$ cat config.mk
export PLATFORM = sky130hd
export DESIGN_NAME = lcdc_regfile
export DESIGN_NICKNAME = d
export VERILOG_FILES = /design/src/rtl/lcdc_pkg.sv /design/src/rtl/lcdc_geom.sv /design/src/rtl/lcdc_idrom.sv /design/src/rtl/lcdc_irq.sv /design/src/rtl/lcdc_regfile.sv
export SDC_FILE = /design/constraint.sdc
export NUM_CORES = 1
export LEC_CHECK = 0
export BUFFER_PORTS_ARGS = -buffer_cell sky130_fd_sc_hd__buf_2
export CORE_MARGIN = 2
export CORE_UTILIZATION = 50
export CTS_CLUSTER_SIZE = 12
export DETAILED_ROUTE_END_ITERATION = 6
export PLACE_DENSITY = 0.82
export SYNTH_ARGS = -nofsm -noshare
export SYNTH_HDL_FRONTEND = slang
export SYNTH_SLANG_ARGS = --single-unit
export TNS_END_PERCENT = 50
$ cat constraint.sdc
create_clock -name clk -period 1.75 [get_ports clk]
set_input_delay 0.2625 -clock clk [delete_from_list [all_inputs] [get_ports clk]]
set_output_delay 0.2625 -clock clk [all_outputs]
set_load 0.03 [all_outputs]
$ cat src/rtl/lcdc_pkg.sv
package lcdc_pkg;

    localparam int ADDR_W = 12;
    localparam int DATA_W = 32;
    localparam int IDX_W  = ADDR_W - 2;
    localparam int GEO_W  = 11;

    typedef enum logic [1:0] {
        VAR_BASE  = 2'd0,
        VAR_BOARD = 2'd1,
        VAR_EXT   = 2'd2
    } lcdc_variant_e;

    localparam logic [IDX_W-1:0] IX_TIM0  = IDX_W'(0);
    localparam logic [IDX_W-1:0] IX_TIM1  = IDX_W'(1);
    localparam logic [IDX_W-1:0] IX_TIM2  = IDX_W'(2);
    localparam logic [IDX_W-1:0] IX_TIM3  = IDX_W'(3);
    localparam logic [IDX_W-1:0] IX_UBASE = IDX_W'(4);
    localparam logic [IDX_W-1:0] IX_LBASE = IDX_W'(5);
    localparam logic [IDX_W-1:0] IX_SLOT6 = IDX_W'(6);
    localparam logic [IDX_W-1:0] IX_SLOT7 = IDX_W'(7);
    localparam logic [IDX_W-1:0] IX_RAW   = IDX_W'(8);
    localparam logic [IDX_W-1:0] IX_MSKD  = IDX_W'(9);
    localparam logic [IDX_W-1:0] IX_CLR   = IDX_W'(10);
    localparam logic [IDX_W-1:0] IX_UCUR  = IDX_W'(11);
    localparam logic [IDX_W-1:0] IX_LCUR  = IDX_W'(12);
    localparam logic [IDX_W-1:0] IX_HOLE  = IDX_W'(13);
    // identification area: last eight words of the window
    localparam logic [IDX_W-1:0] IX_ID0   = IDX_W'((1 << IDX_W) - 8);

endpackage

$ cat src/rtl/lcdc_geom.sv
module lcdc_geom
    import lcdc_pkg::*;
(
    input  logic [5:0]       hfield_i,
    input  logic [9:0]       vfield_i,
    output logic [GEO_W-1:0] cols_o,
    output logic [GEO_W-1:0] rows_o
);
    logic [GEO_W-1:0] hunits;

    always_comb begin
        // columns come in groups of 16 pixels, field value n means n+1 groups
        hunits = {{(GEO_W-6){1'b0}}, hfield_i} + GEO_W'(1);
        cols_o = hunits << 4;
        rows_o = {{(GEO_W-10){1'b0}}, vfield_i} + GEO_W'(1);
    end

endmodule

$ cat src/rtl/lcdc_idrom.sv
module lcdc_idrom
    import lcdc_pkg::*;
#(
    parameter lcdc_variant_e VARIANT = VAR_BASE
) (
    input  logic [2:0] sel_i,
    output logic [7:0] byte_o
);
    localparam logic [7:0] ID_B0 = (VARIANT == VAR_EXT) ? 8'h11 : 8'h10;
    localparam logic [7:0] ID_B2 = (VARIANT == VAR_EXT) ? 8'h24 : 8'h04;

    always_comb begin
        case (sel_i)
            3'd0:    byte_o = ID_B0;
            3'd1:    byte_o = 8'h11;
            3'd2:    byte_o = ID_B2;
            3'd3:    byte_o = 8'h00;
            3'd4:    byte_o = 8'h0D;
            3'd5:    byte_o = 8'hF0;
            3'd6:    byte_o = 8'h05;
            default: byte_o = 8'hB1;
        endcase
    end

endmodule

$ cat src/rtl/lcdc_irq.sv
module lcdc_irq #(
    parameter int NIRQ = 5
) (
    input  logic            clk,
    input  logic            rst_n,
    input  logic [NIRQ-1:0] raise_i,
    input  logic            clr_en_i,
    input  logic [NIRQ-1:0] clr_mask_i,
    output logic [NIRQ-1:0] status_o
);
    logic [NIRQ-1:0] status_d, status_q;
    logic [NIRQ-1:0] drop;

    always_comb begin
        drop     = clr_en_i ? clr_mask_i : '0;
        // a raise in the same cycle as a clear wins
        status_d = (status_q & ~drop) | raise_i;
    end

    always_ff @(posedge clk) begin
        if (!rst_n) status_q <= '0;
        else        status_q <= status_d;
    end

    assign status_o = status_q;

    AST_RAISE_STICKS: assert property (@(posedge clk) disable iff (!rst_n)
        (raise_i != '0) |=> ((status_q & $past(raise_i)) == $past(raise_i)));
    AST_CLEAR_TAKES: assert property (@(posedge clk) disable iff (!rst_n)
        clr_en_i |=> ((status_q & $past(clr_mask_i & ~raise_i)) == '0));
    AST_STATUS_HOLDS: assert property (@(posedge clk) disable iff (!rst_n)
        (!clr_en_i && raise_i == '0) |=> $stable(status_q));

endmodule

$ cat src/rtl/lcdc_regfile.sv
module lcdc_regfile
    import lcdc_pkg::*;
#(
    parameter lcdc_variant_e VARIANT = VAR_BASE,
    parameter int            NIRQ    = 5
) (
    input  logic              clk,
    input  logic              rst_n,
    input  logic              bus_wr,
    input  logic              bus_rd,
    input  logic [ADDR_W-1:0] bus_addr,
    input  logic [DATA_W-1:0] bus_wdata,
    output logic [DATA_W-1:0] bus_rdata,
    input  logic [NIRQ-1:0]   irq_raise,
    output logic [GEO_W-1:0]  active_cols,
    output logic [GEO_W-1:0]  active_rows,
    output logic [2:0]        pix_depth,
    output logic              disp_on,
    output logic              invalidate
);
    localparam logic [IDX_W-1:0] CTRL_IX = (VARIANT == VAR_BASE) ? IX_SLOT7 : IX_SLOT6;
    localparam logic [IDX_W-1:0] MASK_IX = (VARIANT == VAR_BASE) ? IX_SLOT6 : IX_SLOT7;
    localparam int EN_BIT  = 0;
    localparam int PWR_BIT = 11;

    typedef struct packed {
        logic [3:0][DATA_W-1:0] tim;
        logic [DATA_W-1:0]      ubase;
        logic [DATA_W-1:0]      lbase;
        logic [DATA_W-1:0]      ctrl;
        logic [NIRQ-1:0]        mask;
        logic [GEO_W-1:0]       cols;
        logic [GEO_W-1:0]       rows;
        logic [DATA_W-1:0]      rdata;
        logic                   inval;
    } regs_t;

    regs_t r_d, r_q;

    logic [IDX_W-1:0] idx;
    logic             aligned;
    logic             wr_ok;
    logic             wr_map;
    logic             clr_en;
    logic [GEO_W-1:0] geo_cols, geo_rows;
    logic [7:0]       id_byte;
    logic [NIRQ-1:0]  status;
    logic [DATA_W-1:0] rd_val;

    assign idx     = bus_addr[ADDR_W-1:2];
    assign aligned = (bus_addr[1:0] == 2'b00);
    assign wr_ok   = bus_wr && aligned;
    assign clr_en  = wr_ok && (idx == IX_CLR);

    lcdc_geom u_geom (
        .hfield_i (bus_wdata[7:2]),
        .vfield_i (bus_wdata[9:0]),
        .cols_o   (geo_cols),
        .rows_o   (geo_rows)
    );

    lcdc_idrom #(.VARIANT(VARIANT)) u_idrom (
        .sel_i  (idx[2:0]),
        .byte_o (id_byte)
    );

    lcdc_irq #(.NIRQ(NIRQ)) u_irq (
        .clk        (clk),
        .rst_n      (rst_n),
        .raise_i    (irq_raise),
        .clr_en_i   (clr_en),
        .clr_mask_i (bus_wdata[NIRQ-1:0]),
        .status_o   (status)
    );

    // read decode
    always_comb begin
        rd_val = '0;
        if (aligned) begin
            if (idx >= IX_ID0) begin
                rd_val = DATA_W'(id_byte);
            end else if (idx == CTRL_IX) begin
                rd_val = r_q.ctrl;
            end else if (idx == MASK_IX) begin
                rd_val = DATA_W'(r_q.mask);
            end else begin
                case (idx)
                    IX_TIM0, IX_TIM1,
                    IX_TIM2, IX_TIM3: rd_val = r_q.tim[idx[1:0]];
                    IX_UBASE:         rd_val = r_q.ubase;
                    IX_LBASE:         rd_val = r_q.lbase;
                    IX_RAW:           rd_val = DATA_W'(status);
                    IX_MSKD:          rd_val = DATA_W'(status & r_q.mask);
                    IX_UCUR:          rd_val = r_q.ubase;
                    IX_LCUR:          rd_val = r_q.lbase;
                    default:          rd_val = '0;
                endcase
            end
        end
    end

    // next state
    always_comb begin
        r_d       = r_q;
        r_d.inval = 1'b0;
        wr_map    = 1'b0;
        if (wr_ok) begin
            if (idx == CTRL_IX) begin
                r_d.ctrl = bus_wdata;
                wr_map   = 1'b1;
            end else if (idx == MASK_IX) begin
                r_d.mask = bus_wdata[NIRQ-1:0];
                wr_map   = 1'b1;
            end else begin
                case (idx)
                    IX_TIM0: begin
                        r_d.tim[0] = bus_wdata;
                        r_d.cols   = geo_cols;
                        wr_map     = 1'b1;
                    end
                    IX_TIM1: begin
                        r_d.tim[1] = bus_wdata;
                        r_d.rows   = geo_rows;
                        wr_map     = 1'b1;
                    end
                    IX_TIM2, IX_TIM3: begin
                        r_d.tim[idx[1:0]] = bus_wdata;
                        wr_map            = 1'b1;
                    end
                    IX_UBASE: begin
                        r_d.ubase = bus_wdata;
                        wr_map    = 1'b1;
                    end
                    IX_LBASE: begin
                        r_d.lbase = bus_wdata;
                        wr_map    = 1'b1;
                    end
                    IX_CLR: begin
                        wr_map = 1'b1;
                    end
                    default: wr_map = 1'b0;
                endcase
            end
        end
        r_d.inval = wr_map;
        r_d.rdata = bus_rd ? rd_val : r_q.rdata;
    end

    always_ff @(posedge clk) begin
        if (!rst_n) r_q <= '0;
        else        r_q <= r_d;
    end

    assign bus_rdata   = r_q.rdata;
    assign active_cols = r_q.cols;
    assign active_rows = r_q.rows;
    assign pix_depth   = r_q.ctrl[3:1];
    assign disp_on     = r_q.ctrl[EN_BIT] & r_q.ctrl[PWR_BIT];
    assign invalidate  = r_q.inval;

    AST_NO_INVAL_IDLE: assert property (@(posedge clk) disable iff (!rst_n)
        !bus_wr |=> !invalidate);
    AST_INVAL_ON_TIMING: assert property (@(posedge clk) disable iff (!rst_n)
        (bus_wr && bus_addr == ADDR_W'(12'h008)) |=> invalidate);
    AST_COLS_HOLD: assert property (@(posedge clk) disable iff (!rst_n)
        !(bus_wr && bus_addr == ADDR_W'(12'h000)) |=> $stable(active_cols));
    AST_ROWS_HOLD: assert property (@(posedge clk) disable iff (!rst_n)
        !(bus_wr && bus_addr == ADDR_W'(12'h004)) |=> $stable(active_rows));
    AST_ON_AFTER_WRITE: assert property (@(posedge clk) disable iff (!rst_n)
        $rose(disp_on) |-> $past(bus_wr));
    AST_HOLE_READS_ZERO: assert property (@(posedge clk) disable iff (!rst_n)
        (bus_rd && aligned && idx >= IX_HOLE && idx < IX_ID0) |=> (bus_rdata == '0));
    AST_RDATA_HOLDS: assert property (@(posedge clk) disable iff (!rst_n)
        !bus_rd |=> $stable(bus_rdata));

endmodule

# [Yosys cells after proc, flatten, opt, wreduce, memory -nomap -nowiden]
# Index checks and enable logic that the tools add are counted.
[classes] addsub=2 n_mul=0 n_div=0 magnitude_cmp=3 n_eq_ne=18 shift=0 muxes=17 n_bitwise=7 reduce_logical=23
[ops] operator="32-bit 2-to-1 mux" n=6
[ops] operator="32-bit case mux with 5 select lines" n=1
[ops] operator="128-bit bitwise mux" n=1
[ops] operator="32-bit case mux with 2 select lines" n=2
[ops] operator="32-bit binary-select mux with 2-bit select" n=1
[ops] operator="32-bit demux with 2-bit select" n=1
[ops] operator="8-bit case mux with 7 select lines" n=1
[ops] operator="10-bit by 4-bit == test with 1-bit output, second input constant" n=5
[ops] operator="10-bit by 3-bit == test with 1-bit output, second input constant" n=4
[ops] operator="4-bit AND reduction" n=7
[ops] operator="10-bit by 2-bit == test with 1-bit output, second input constant" n=2
[ops] operator="10-bit by 1-bit adder with 11-bit output, second input constant" n=1
[ops] operator="5-bit AND" n=2
[ops] operator="10-bit by 1-bit == test with 1-bit output, second input constant" n=1
[ops] operator="10-bit >= comparator, second input constant" n=1
[ops] operator="10-bit zero test" n=1
[ops] operator="3-bit == test, second input constant" n=3
[ops] operator="6-bit by 1-bit adder with 7-bit output, second input constant" n=1
[ops] operator="7-bit OR reduction" n=1
[ops] operator="3-bit by 2-bit == test with 1-bit output, second input constant" n=2
[ops] operator="2-bit OR reduction" n=3
[ops] operator="5-bit 2-to-1 mux" n=1
[ops] operator="5-bit NOT" n=1
[ops] operator="5-bit OR" n=1
[ops] operator="other kinds (13)" n=20
[totals] reg_bits=285 latch_bits=0 mem_bits_rw=0 rom_bits=0 inputBits=53 output_inout_bits=59 wordCells=83 n_memories=0

# [Longest topological paths before layout]
# Gate-level depths: netlist (run 1).
[logic_depth] ltp_word=7 ltp_mapped=8 ltp_nobuf=6

# [Cells and area by module]
# A second synthesis (run 1) with hierarchy kept.
[hier_totals] cells_unflattened=1497 area_unflattened_um2=13703.1
[by_module_without_submodules] mod="lcdc_regfile" n_inst=1 cells_per_inst=1428 area_each_um2=13181.4 seq_area_each_um2=5685.5
[by_module_without_submodules] mod="lcdc_geom" n_inst=1 cells_per_inst=38 area_each_um2=272.8 seq_area_each_um2=0.0
[by_module_without_submodules] mod="lcdc_irq" n_inst=1 cells_per_inst=20 area_each_um2=175.2 seq_area_each_um2=100.1
[by_module_without_submodules] mod="lcdc_idrom" n_inst=1 cells_per_inst=11 area_each_um2=73.8 seq_area_each_um2=0.0

# [Worst setup path before layout (run 1)]
# No wires, ideal clock.
[synth_timing] kind="in2reg" startpoint="input port bus_addr[11]" endpoint="register r_q[115] (netlist bit)" setup_ps=116 t_arrival_ps=1743 required_time_ps=1634 slack_ps=-109 cell_stages=6 path_buffers=2 cell_sequence="nor4_4 > nand3_2 > or3b_1 > buf_2 > clkbuf_1 > a31o_1"
[synth_between] elab_chain_cells=3 word_cells_on_any_way=6 cone_classes="eq/ne (3); bitwise (2); reduce/logical (1)"
[synth_lines] element="from (decl)" line="lcdc_regfile.sv:11" source="input logic [ADDR_W-1:0] bus_addr,"
[synth_lines] element="10-bit by 3-bit == test with 1-bit output (on tied branches)" line="lcdc_regfile.sv:111, lcdc_regfile.sv:108"
[synth_lines] element="1-bit NOT (no line)"
[synth_lines] element="4-bit AND reduction (no line) *"
[synth_lines] element="to (signal assigned)" line="lcdc_regfile.sv:151" source="else r_q <= r_d;"
[synth_lines] element="to (decl)" line="lcdc_regfile.sv:38" source="regs_t r_d, r_q;"
# Every way passes the cells marked *; elsewhere a longest branch is shown, timed or not.
# A chain may end at the register's enable or synchronous reset.

# [Worst setup path after layout (run 1)]
[layout_timing] startpoint="input port bus_addr[2]" endpoint="register r_q, in the netlist bus_rdata[7]"
[layout_between] elab_chain_cells=7 word_cells_on_any_way=31 cone_classes="order compare (1); eq/ne (17); mux (8); reduce/logical (5)"
[layout_lines] element="10-bit by 2-bit == test with 1-bit output, or another cell as far along" line="lcdc_regfile.sv:87" source="case (idx)"
[layout_lines] element="4-bit OR reduction, or another cell as far along" line="lcdc_regfile.sv:87"
[layout_lines] element="32-bit case mux with 5 select lines" line="lcdc_regfile.sv:87"
[layout_lines] element="32-bit 2-to-1 mux" line="lcdc_regfile.sv:84" source="end else if (idx == MASK_IX) begin"
[layout_lines] element="32-bit 2-to-1 mux" line="lcdc_regfile.sv:82" source="end else if (idx == CTRL_IX) begin"
[layout_lines] element="32-bit 2-to-1 mux *" line="lcdc_regfile.sv:80" source="if (idx >= IX_ID0) begin"
[layout_lines] element="32-bit 2-to-1 mux *" line="lcdc_regfile.sv:79" source="if (aligned) begin"
# Every way passes the cells marked *; elsewhere a longest branch is shown, timed or not. The select of a mux whose other input is x is not followed.

==> results.sh, run 1 <==
export IMPL_yosysSeqAreaShare_pct=45.6
export IMPL_powerDensity_nw_per_um2=893
export IMPL_area_growth_syn_to_layout_pct=16.7
export IMPL_drt_iter0_markers=1298
export IMPL_layout_drive_gt1_share_pct=19.9
export IMPL_synth_compound_area_share_pct=21.5
export IMPL_synth_top_family_by_area="compound AO/OA/AOI/OAI gates"
export IMPL_antenna_found_initial=1
export IMPL_grt_overflow=0
export IMPL_max_stage_delay_ps=960
export IMPL_grt_usage_pct=26.8
export IMPL_worstRegToRegCells=4
export IMPL_dieWidth_um=162
export IMPL_cts_buffers=29
export IMPL_drc=1
export IMPL_hold_viol=0
export IMPL_maxSlewViolCount=0
export IMPL_ys_ff_latch=285
export IMPL_period_share_pct=101
export IMPL_slew_headroom_pct=10.5
export IMPL_path_clk_slew_ps=60
export IMPL_worst_path_max_fanout=19
export IMPL_crit_slowest_cell="xor2_2"
export IMPL_final_util_pct=59.6
export IMPL_vdd_ir_drop_worst_uv=618
export IMPL_violations="design-rule violations, negative setup slack"
export IMPL_vias_per_cell=5.95
export IMPL_synthMuxAreaShare_pct=5.48
export IMPL_rows=57
export IMPL_hold_depth=3
export IMPL_ys_flop_type="dfxtp_1"
export IMPL_synth_xor_area_share_pct=0.981
export IMPL_status="finished with violations"
export IMPL_async_flop_share_pct=0
export IMPL_htreeDepth=1
export IMPL_num_nets_final=1559
export IMPL_port_buffers=107
export IMPL_fmax_ghz=0.567
export IMPL_path_buf_inv=2
export IMPL_power_leakage_nw=5.42
export IMPL_cp_required_ps=2210
export IMPL_wl_mm=35.6
export IMPL_initial_core_util_pct=51.1
export IMPL_syn_area_um2=12500
export IMPL_synth_avg_cell_area_um2=8.72
export IMPL_wl_per_cell_um=19.3
export IMPL_path_class="input pin to register"
export IMPL_setup_violations=3
export IMPL_synth_distinct_cells=63
export IMPL_cp_num_cells=6
export IMPL_arrival_ps=2230
export IMPL_insertion_delay_ps=550
export IMPL_die_area_um2=26300
export IMPL_hold_class="input pin to register"
export IMPL_grt_pass1_vias=10551
export IMPL_dp_hpwl_mm=22.9
export IMPL_synthAdderAreaFrac_pct=0.200
export IMPL_root_buffer="clkbuf_16"
export IMPL_layoutNonFillerInstCount=1845
export IMPL_drt_pass1_iter_count=7
export IMPL_synth_cells=1433
export IMPL_worst_pin_slew_ps=1340
export IMPL_rsz0062_at_grt="true"
export IMPL_grt_pass1_wl_mm=56.4
export IMPL_cp_end_kind="register"
export IMPL_dp_cells=1786
export IMPL_grt_max_degree=113
export IMPL_cts_max_path_buffers=3
export IMPL_coreArea_um2=24500
export IMPL_clock_sinks=285
export IMPL_drv_cap=0
export IMPL_cts_tree="done"
export IMPL_cts_resized=0
export IMPL_clock_skew_ps=12.1
export IMPL_synth_edf_count=0
export IMPL_crit_chain="buf_2 > xor2_2 > and2_0 > buf_4 > nand3_1 > a31oi_1"
export IMPL_vias=10969
export IMPL_worstSetupStartpointType="input pin"
export IMPL_min_period_ps=1760
export IMPL_place_congestion=0.911
export IMPL_die_y_um=162
export IMPL_postCtsSetupBuffers=0
export IMPL_ys_warn_count=0
export IMPL_synthSimpleGateAreaFrac_pct=18.1
export IMPL_ant_nets=0
export IMPL_finalWorstSetupSlack_ps=-13.1
export IMPL_io_pins=112
export IMPL_crit_family="XOR/XNOR gates"
[flip-flops by register name (all words and copies together) (netlist names)]
name and flops:
u_irq.status_o 5, invalidate 1, bus_rdata 32, active_rows 11, pix_depth 3, r_q 226
active_cols 7
[layout make-up]
cell class,instances,area (µm²)
Inverter,11,41.3
Antenna cell,1,2.50
Multi-Input combinational cell,954,5930
Clock inverter,1,7.51
Sequential cell,285,5710
Timing Repair Buffer,223,1650
Clock buffer,46,840
Fill cell,2075,9880
Tap cell,324,405
[per-layer routing]
layer	global-route usage (%)	wire, µm
met1	37.4	15400
met3	4.21	3100
met5	0	0
met4	8.00	786
met2	42.9	16400
[logic make-up (layout without fill, tap and decap cells)]
logic type / Yosys count / count (layout)
and+or+nand+nor: 510 / 510
AOI/OAI and AO/OA: 386 / 386
DFF: 285 / 285
buffers and inverters: 197 / 281
muxes: 38 / 38
xor gates and xnor gates: 14 / 14
adders and majority gates: 2 / 2
other: 1 / 5
[stage by stage]
stage	setup TNS [ps]	cell area (µm²)	setup slack [ps]	hold slack [ps]	power, mW
final	-24.6	14600	-13.1	7.10	13.0
after global placement	-55240	13600	-484	438	7.42
after floorplan	-3230	12700	-74.2	363	7.07
after global routing	-682	14600	-107	12.8	13.4
after detailed placement	-64170	13600	-532	441	7.43
after CTS	0	14600	54.9	0.404	13.1
[synthesized netlist by cell type, drive strengths merged (4+ instances only)]
| master | number | area share (%) |
|---|---|---|
| a21boi | 100 | 6.0 |
| a21oi | 12 | 0.48 |
| a222oi | 24 | 1.9 |
| a31o | 30 | 2.1 |
| a31oi | 9 | 0.45 |
| a32o | 24 | 1.9 |
| and2 | 4 | 0.20 |
| and3 | 5 | 0.25 |
| buf | 105 | 5.3 |
| clkbuf | 81 | 2.4 |
| dfxtp | 285 | 46 |
| inv | 11 | 0.33 |
| mux2i | 11 | 0.88 |
| mux4 | 24 | 4.3 |
| nand2 | 281 | 8.4 |
| nand2b | 8 | 0.40 |
| nand3 | 124 | 5.0 |
| nand4 | 7 | 0.35 |
| nor2 | 42 | 1.3 |
| nor2b | 10 | 0.50 |
| nor3 | 10 | 0.40 |
| nor4 | 4 | 0.32 |
| nor4b | 4 | 0.33 |
| o211a | 10 | 0.80 |
| o211ai | 4 | 0.24 |
| o21ai | 150 | 6.0 |
| xnor2 | 8 | 0.56 |
| xor2 | 6 | 0.42 |
[path summary, 6_finish.rpt]
kind                 start       endpoint  slack (ps)
max            bus_addr[2]   bus_rdata[7]         -10
min          bus_wdata[27]       r_q[183]           7
max reg2reg       r_q[235]  bus_rdata[15]         220
min reg2reg  bus_rdata[31]  bus_rdata[31]         450
[power by group]
group,switching [mW],internal (mW)
combinational,0.533,0.294
clock,2.46,3.24
sequential,0.00700,6.50
total,3.00,10.0
[cell usage in the layout (no fill, tap or decap), drive strengths merged, types with 5 or more instances in the layout]
cell	instances
a21boi	100
a21oi	12
a222oi	24
a31o	30
a31oi	9
a32o	24
and3	5
buf	212
clkbuf	46
dfxtp	285
dlygate4sd3	11
inv	11
mux2i	11
mux4	24
nand2	281
nand2b	8
nand3	124
nand4	7
nor2	42
nor2b	10
nor3	10
o211a	10
o21ai	150
xnor2	8
xor2	6
[repair_timing]
item,4_1_cts,5_1_grt
setup endpoints to repair,0,23
endpoints found under the hold margin,12,0
hold buffers,11,0
[worst reg2reg max path, cell delays in order (launching register included)]
cell and delay [ps]:
dfxtp_1 310, mux4_2 460, a222oi_1 400, buf_4 180
o21ai_0 60
No activity file was read; power rests on OpenSTA's default activity.
==> inputs of run 2 (changes only) <==
Settings changed: ABC_AREA from default to 1, CORE_UTILIZATION 50 to 30, PLACE_DENSITY 0.82 to 0.58.
==> results.sh, run 2 <==
export IMPL_clock_sinks=285
export IMPL_setup_violations=0
export IMPL_max_stage_delay_ps=370
export IMPL_powerDensity_nw_per_um2=924
export IMPL_cts_resized=0
export IMPL_num_nets_final=1761
export IMPL_hold_depth=3
export IMPL_vias_per_cell=4.86
export IMPL_final_common_cell="a21oi_1"
export IMPL_syn_area_um2=12300
export IMPL_synthMostInstantiatedCell="a21oi_1"
export IMPL_min_from="bus_wdata[25]"
export IMPL_synth_distinct_cells=37
export IMPL_insertion_delay_ps=570
export IMPL_crit_chain="nand2_1 > inv_1 > buf_2"
export IMPL_vdd_ir_drop_worst_uv=631
export IMPL_grt_max_degree=159
export IMPL_synth_avg_cell_area_um2=7.55
export IMPL_root_buffer="clkbuf_16"
export IMPL_fin_area_um2=14700
export IMPL_dp_hpwl_mm=24.9
export IMPL_regMostFlops="r_q"
export IMPL_yosysTopAreaCellShare_pct=46.5
export IMPL_synth_cells=1623
export IMPL_initial_core_util_pct=30.2
export IMPL_drc=0
export IMPL_slew_headroom_pct=58.9
export IMPL_worst_path_max_fanout=2
export IMPL_hold_class="input pin to register"
export IMPL_maxSlewViolCount=0
export IMPL_grt_usage_pct=17.1
export IMPL_ys_top_cells_by_count="a21oi_1 (291), dfxtp_1 (285), nand2_1 (270)"
export IMPL_grt_pass1_wl_mm=57.7
export IMPL_power_leakage_nw=5.73
export IMPL_fill_cells=4204
export IMPL_cp_end_kind="output port"
export IMPL_synth_top_area_cell="dfxtp_1"
export IMPL_ys_warn_count=0
export IMPL_worstRegToRegCells=7
export IMPL_ys_flop_type="dfxtp_1"
export IMPL_htreeDepth=1
export IMPL_die_y_um=206
export IMPL_layout_drive_gt1_share_pct=15.9
export IMPL_period_share_pct=90.5
export IMPL_status="complete, no violations"
export IMPL_drt_iter0_markers=797
export IMPL_dieWidth_um=206
export IMPL_hold_viol=0
export IMPL_worstSetupStartpointType="register"
export IMPL_wl_per_cell_um=16.3
export IMPL_multi_input_comb_area_um2=5010
export IMPL_path_class="register to output port"
export IMPL_ant_nets=0
export IMPL_seqCellArea_um2=5710
export IMPL_io_pins=112
export IMPL_r2r_slack_ps=340
export IMPL_crit_family="flip-flops"
export IMPL_drv_cap=0
export IMPL_ys_ff_latch=285
export IMPL_fmax_ghz=0.632
export IMPL_grt_overflow=0
export IMPL_clock_skew_ps=5.81
export IMPL_min_to="r_q[149]"
export IMPL_layoutNonFillerInstCount=2259
export IMPL_rr_startpoint="r_q[157]"
export IMPL_area_growth_syn_to_layout_pct=19.8
export IMPL_port_buffers=107
export IMPL_tns_ps=0
export IMPL_coreArea_um2=40600
export IMPL_largest_reg_flops=226
export IMPL_arrival_ps=1320
export IMPL_drt_pass1_iter_count=5
export IMPL_grt_pass1_vias=10121
export IMPL_yosysSeqAreaShare_pct=46.5
export IMPL_path_buf_inv=2
export IMPL_cp_required_ps=1490
export IMPL_wl_mm=36.9
export IMPL_synth_edf_count=0
export IMPL_rsz0062_at_grt="false"
export IMPL_die_area_um2=42500
export IMPL_dp_cells=2198
export IMPL_async_flop_share_pct=0
export IMPL_cts_buffers=30
export IMPL_place_congestion=0.908
export IMPL_total_power_mw=13.6
export IMPL_cts_tree="done"
export IMPL_path_clk_slew_ps=60
export IMPL_rows=74
export IMPL_crit_slowest_cell="dfxtp_1"
export IMPL_antenna_found_initial=2
export IMPL_r2r_end="bus_rdata[1]"
export IMPL_netlist_top_cells_area="dfxtp_1 (47%), a21oi_1 (12%), o21ai_0 (9.6%)"
export IMPL_vias=10973
export IMPL_cts_max_path_buffers=3
export IMPL_worst_pin_slew_ps=617
export IMPL_layout_common_cells="a21oi_1 (291), dfxtp_1 (285), nand2_1 (270)"
export IMPL_min_period_ps=1580
export IMPL_post_dp_cell_area_um2=13600
[run 2: changes by cell type in the layout (fill, tap and decap cells not counted), sizes merged, moves of 10 or more]
cell and delta:
o2111ai +26, a21oi +279, a222oi -24, nand3 -75
a22oi +25, mux2i -11, mux4 -24, o211a -10
a21boi -100, a31o -30, nor2b -10, o21ai +116
a32o -24, inv +152
[run 2: metrics by stage]
stage	hold slack [ps]	setup slack [ps]	utilization (%)
floorplan	353	194	-
global placement	432	-202	33.6
detailed placement	437	-244	33.6
CTS	0.480	139	36.2
global route	30.6	118	36.2
finish	26.0	167	36.2
[run 2: cells by family (layout without fill, tap and decap cells)]
group,count (synthesis),in the layout,synth area share [%]
buffers and inverters,333,432,12.9
other,1,6,0.0306
DFF,285,285,46.5
and+or+nand+nor,375,375,12.9
xor gates and xnor gates,9,9,0.643
adders and majority gates,2,2,0.204
AOI/OAI and AO/OA,618,618,26.8
[run 2: worst max-delay path by stage]
stage	slack, ps	start	end	cells past startpoint
after floorplan	190	bus_addr[9]	r_q[273]	9
final	170	r_q[60]	disp_on	3
after detailed placement	-240	bus_addr[3]	bus_rdata[1]	13
after CTS	140	r_q[60]	disp_on	3
after global placement	-200	bus_addr[2]	bus_rdata[1]	11
after global routing	120	r_q[60]	disp_on	3
[run 2: timing repair]
action | in CTS | in global routing
hold buffers | 8 | 0
endpoints found under the hold margin | 8 | 0
setup buffers | 0 | 0
[run 2: cell type report]
type	count	share of cell area, %
Antenna cell	2	0.0341
Clock buffer	45	5.98
Clock inverter	6	0.716
Inverter	167	4.28
Multi-Input combinational cell	1008	34.1
Sequential cell	285	38.9
Tap cell	532	4.53
Timing Repair Buffer	214	11.5
[run 2: tightest hold or removal path: cells and delay by family]
family | cells | cell delay (ps)
AO/OA/AOI/OAI | 2 | 180
buffers and inverters | 1 | 120
[run 2: where the power goes]
| part | total [mW] | internal (mW) | switching, mW | leakage (nW) |
|---|---|---|---|---|
| clock network | 6.36 | 3.73 | 2.62 | 0.481 |
| logic | 0.704 | 0.232 | 0.472 | 2.95 |
| registers | 6.50 | 6.50 | 0.00571 | 2.30 |
| total | 13.6 | 10.5 | 3.10 | 5.73 |
[run 2: per-layer routing]
metal / track usage (%) / vias to the layer above / part of all wire, %
li1: - / 5541 / -
met1: 23.7 / 5123 / 47
met2: 28.0 / 257 / 46
met3: 2.44 / 50 / 5.3
met4: 4.41 / 2 / 1.9
met5: 0 / - / 0.019
==> inputs of run 3 (changes only) <==
Settings changed: PLACE_DENSITY 0.58 to default.
==> results.sh, run 3 (synthesized netlist as in run 2, its figures left out) <==
export IMPL_hold_viol=0
export IMPL_cp_end_kind="output port"
export IMPL_fmax_ghz=0.636
export IMPL_slew_headroom_pct=57.8
export IMPL_htreeDepth=1
export IMPL_vias=11045
export IMPL_rsz0062_at_grt="false"
export IMPL_clock_sinks=285
export IMPL_wl_per_cell_um=16.8
export IMPL_period_share_pct=89.9
export IMPL_grt_pass1_vias=10415
export IMPL_post_dp_cell_area_um2=13600
export IMPL_drt_iter0_markers=941
export IMPL_cts_tree="done"
export IMPL_clock_skew_ps=16.1
export IMPL_cp_required_ps=1490
export IMPL_io_pins=112
export IMPL_grt_usage_pct=17.5
export IMPL_final_common_cell="a21oi_1"
export IMPL_status="complete, no violations"
export IMPL_total_power_mw=13.4
export IMPL_drc=0
export IMPL_grt_overflow=0
export IMPL_wl_mm=37.7
export IMPL_min_period_ps=1570
export IMPL_setup_violations=0
export IMPL_cts_buffers=30
export IMPL_area_growth_syn_to_layout_pct=19.2
export IMPL_vias_per_cell=4.90
export IMPL_dp_worst_setup_slack_ps=-261
export IMPL_vdd_ir_drop_worst_uv=665
export IMPL_worst_pin_slew_ps=634
export IMPL_postCtsSetupBuffers=0
export IMPL_antenna_found_initial=2
export IMPL_grt_pass1_wl_mm=58.9
export IMPL_dp_hpwl_mm=25.3
export IMPL_path_class="register to output port"
export IMPL_drt_pass1_iter_count=5
export IMPL_ant_nets=0
export IMPL_worst_path_max_fanout=2
export IMPL_rows=74
export IMPL_layout_drive_gt1_share_pct=15.7
export IMPL_die_y_um=206
export IMPL_n_antenna_cell=0
export IMPL_arrival_ps=1310
export IMPL_layout_common_cells="a21oi_1 (291), dfxtp_1 (285), nand2_1 (270)"
export IMPL_regMostFlops="r_q"
export IMPL_insertion_delay_ps=570
export IMPL_place_congestion=0.896
export IMPL_drv_cap=0
export IMPL_final_util_pct=36.0
export IMPL_finalWorstSetupSlack_ps=177
export IMPL_port_buffers=107
export IMPL_cts_max_path_buffers=3
export IMPL_power_leakage_nw=5.69
export IMPL_largest_reg_flops=226
export IMPL_num_nets_final=1756
export IMPL_maxSlewViolCount=0
export IMPL_powerDensity_nw_per_um2=918
export IMPL_grt_max_degree=158
export IMPL_postCtsHoldBufs=6
export IMPL_path_clk_slew_ps=60
export IMPL_coreArea_um2=40600
export IMPL_r2r_slack_ps=240
export IMPL_die_area_um2=42500
export IMPL_initial_core_util_pct=30.2
export IMPL_hold_class="input pin to register"
export IMPL_root_buffer="clkbuf_16"
export IMPL_dieWidth_um=206
export IMPL_cts_resized=0
export IMPL_worstSetupStartpointType="register"
export IMPL_fin_area_um2=14600
-- run 3: changes by cell type in the layout (fill, tap and decap cells not counted) --
cell,change
inv_6,+1
dlygate4sd3_1,-2
clkbuf_16,+1
clkbuf_1,+2
diode_2,-2
clkbuf_8,-1
buf_12,+1
clkinv_16,-1
bufinv_16,-1
clkinv_2,-1
buf_4,-4
-- run 3: per-stage QoR --
stage	cells	setup TNS, ps	hold slack [ps]
global placement	2195	-7230	432
global route	2252	0	29.7
detailed placement	2195	-8220	435
floorplan	1626	0	353
finish	2252	0	24.9
CTS	2252	0	5.27
-- run 3: final timing paths --
path | startpoint | cells after the start | end
setup / recovery | r_q[60] | 3 | disp_on
hold / removal | bus_wdata[31] | 3 | r_q[155]
setup reg to reg | r_q[157] | 7 | bus_rdata[1]
hold reg to reg | r_q[151] | 2 | r_q[151]
-- run 3: where the power goes --
group | leakage (nW) | internal, mW | switching, mW | total, mW
clock network | 0.463 | 3.62 | 2.60 | 6.22
registers | 2.30 | 6.50 | 0.00513 | 6.50
logic | 2.94 | 0.212 | 0.470 | 0.681
total | 5.69 | 10.3 | 3.07 | 13.4
-- run 3: per-layer routing --
metal	track usage (%)	vias up	part of all wire [%]
met5	0	-	0.056
met4	5.97	4	2.8
met3	2.49	73	5.5
met2	28.2	301	46
met1	23.9	5129	46
li1	-	5538	-
-- run 3: cell type report --
type                       instances  area (µm²)
clock inverter                     4        48.8
tap                              532         666
multi-input combinational       1008        5010
sequential                       285        5710
clock buffer                      47         896
timing repair buffer             209        1660
fill                            4242       25900
inverter                         167         628
-- run 3: worst max-delay path, stage by stage (launching register included) --
cell and delay (ps):
dfxtp_1 360, nand2_1 130, inv_1 70, buf_2 190
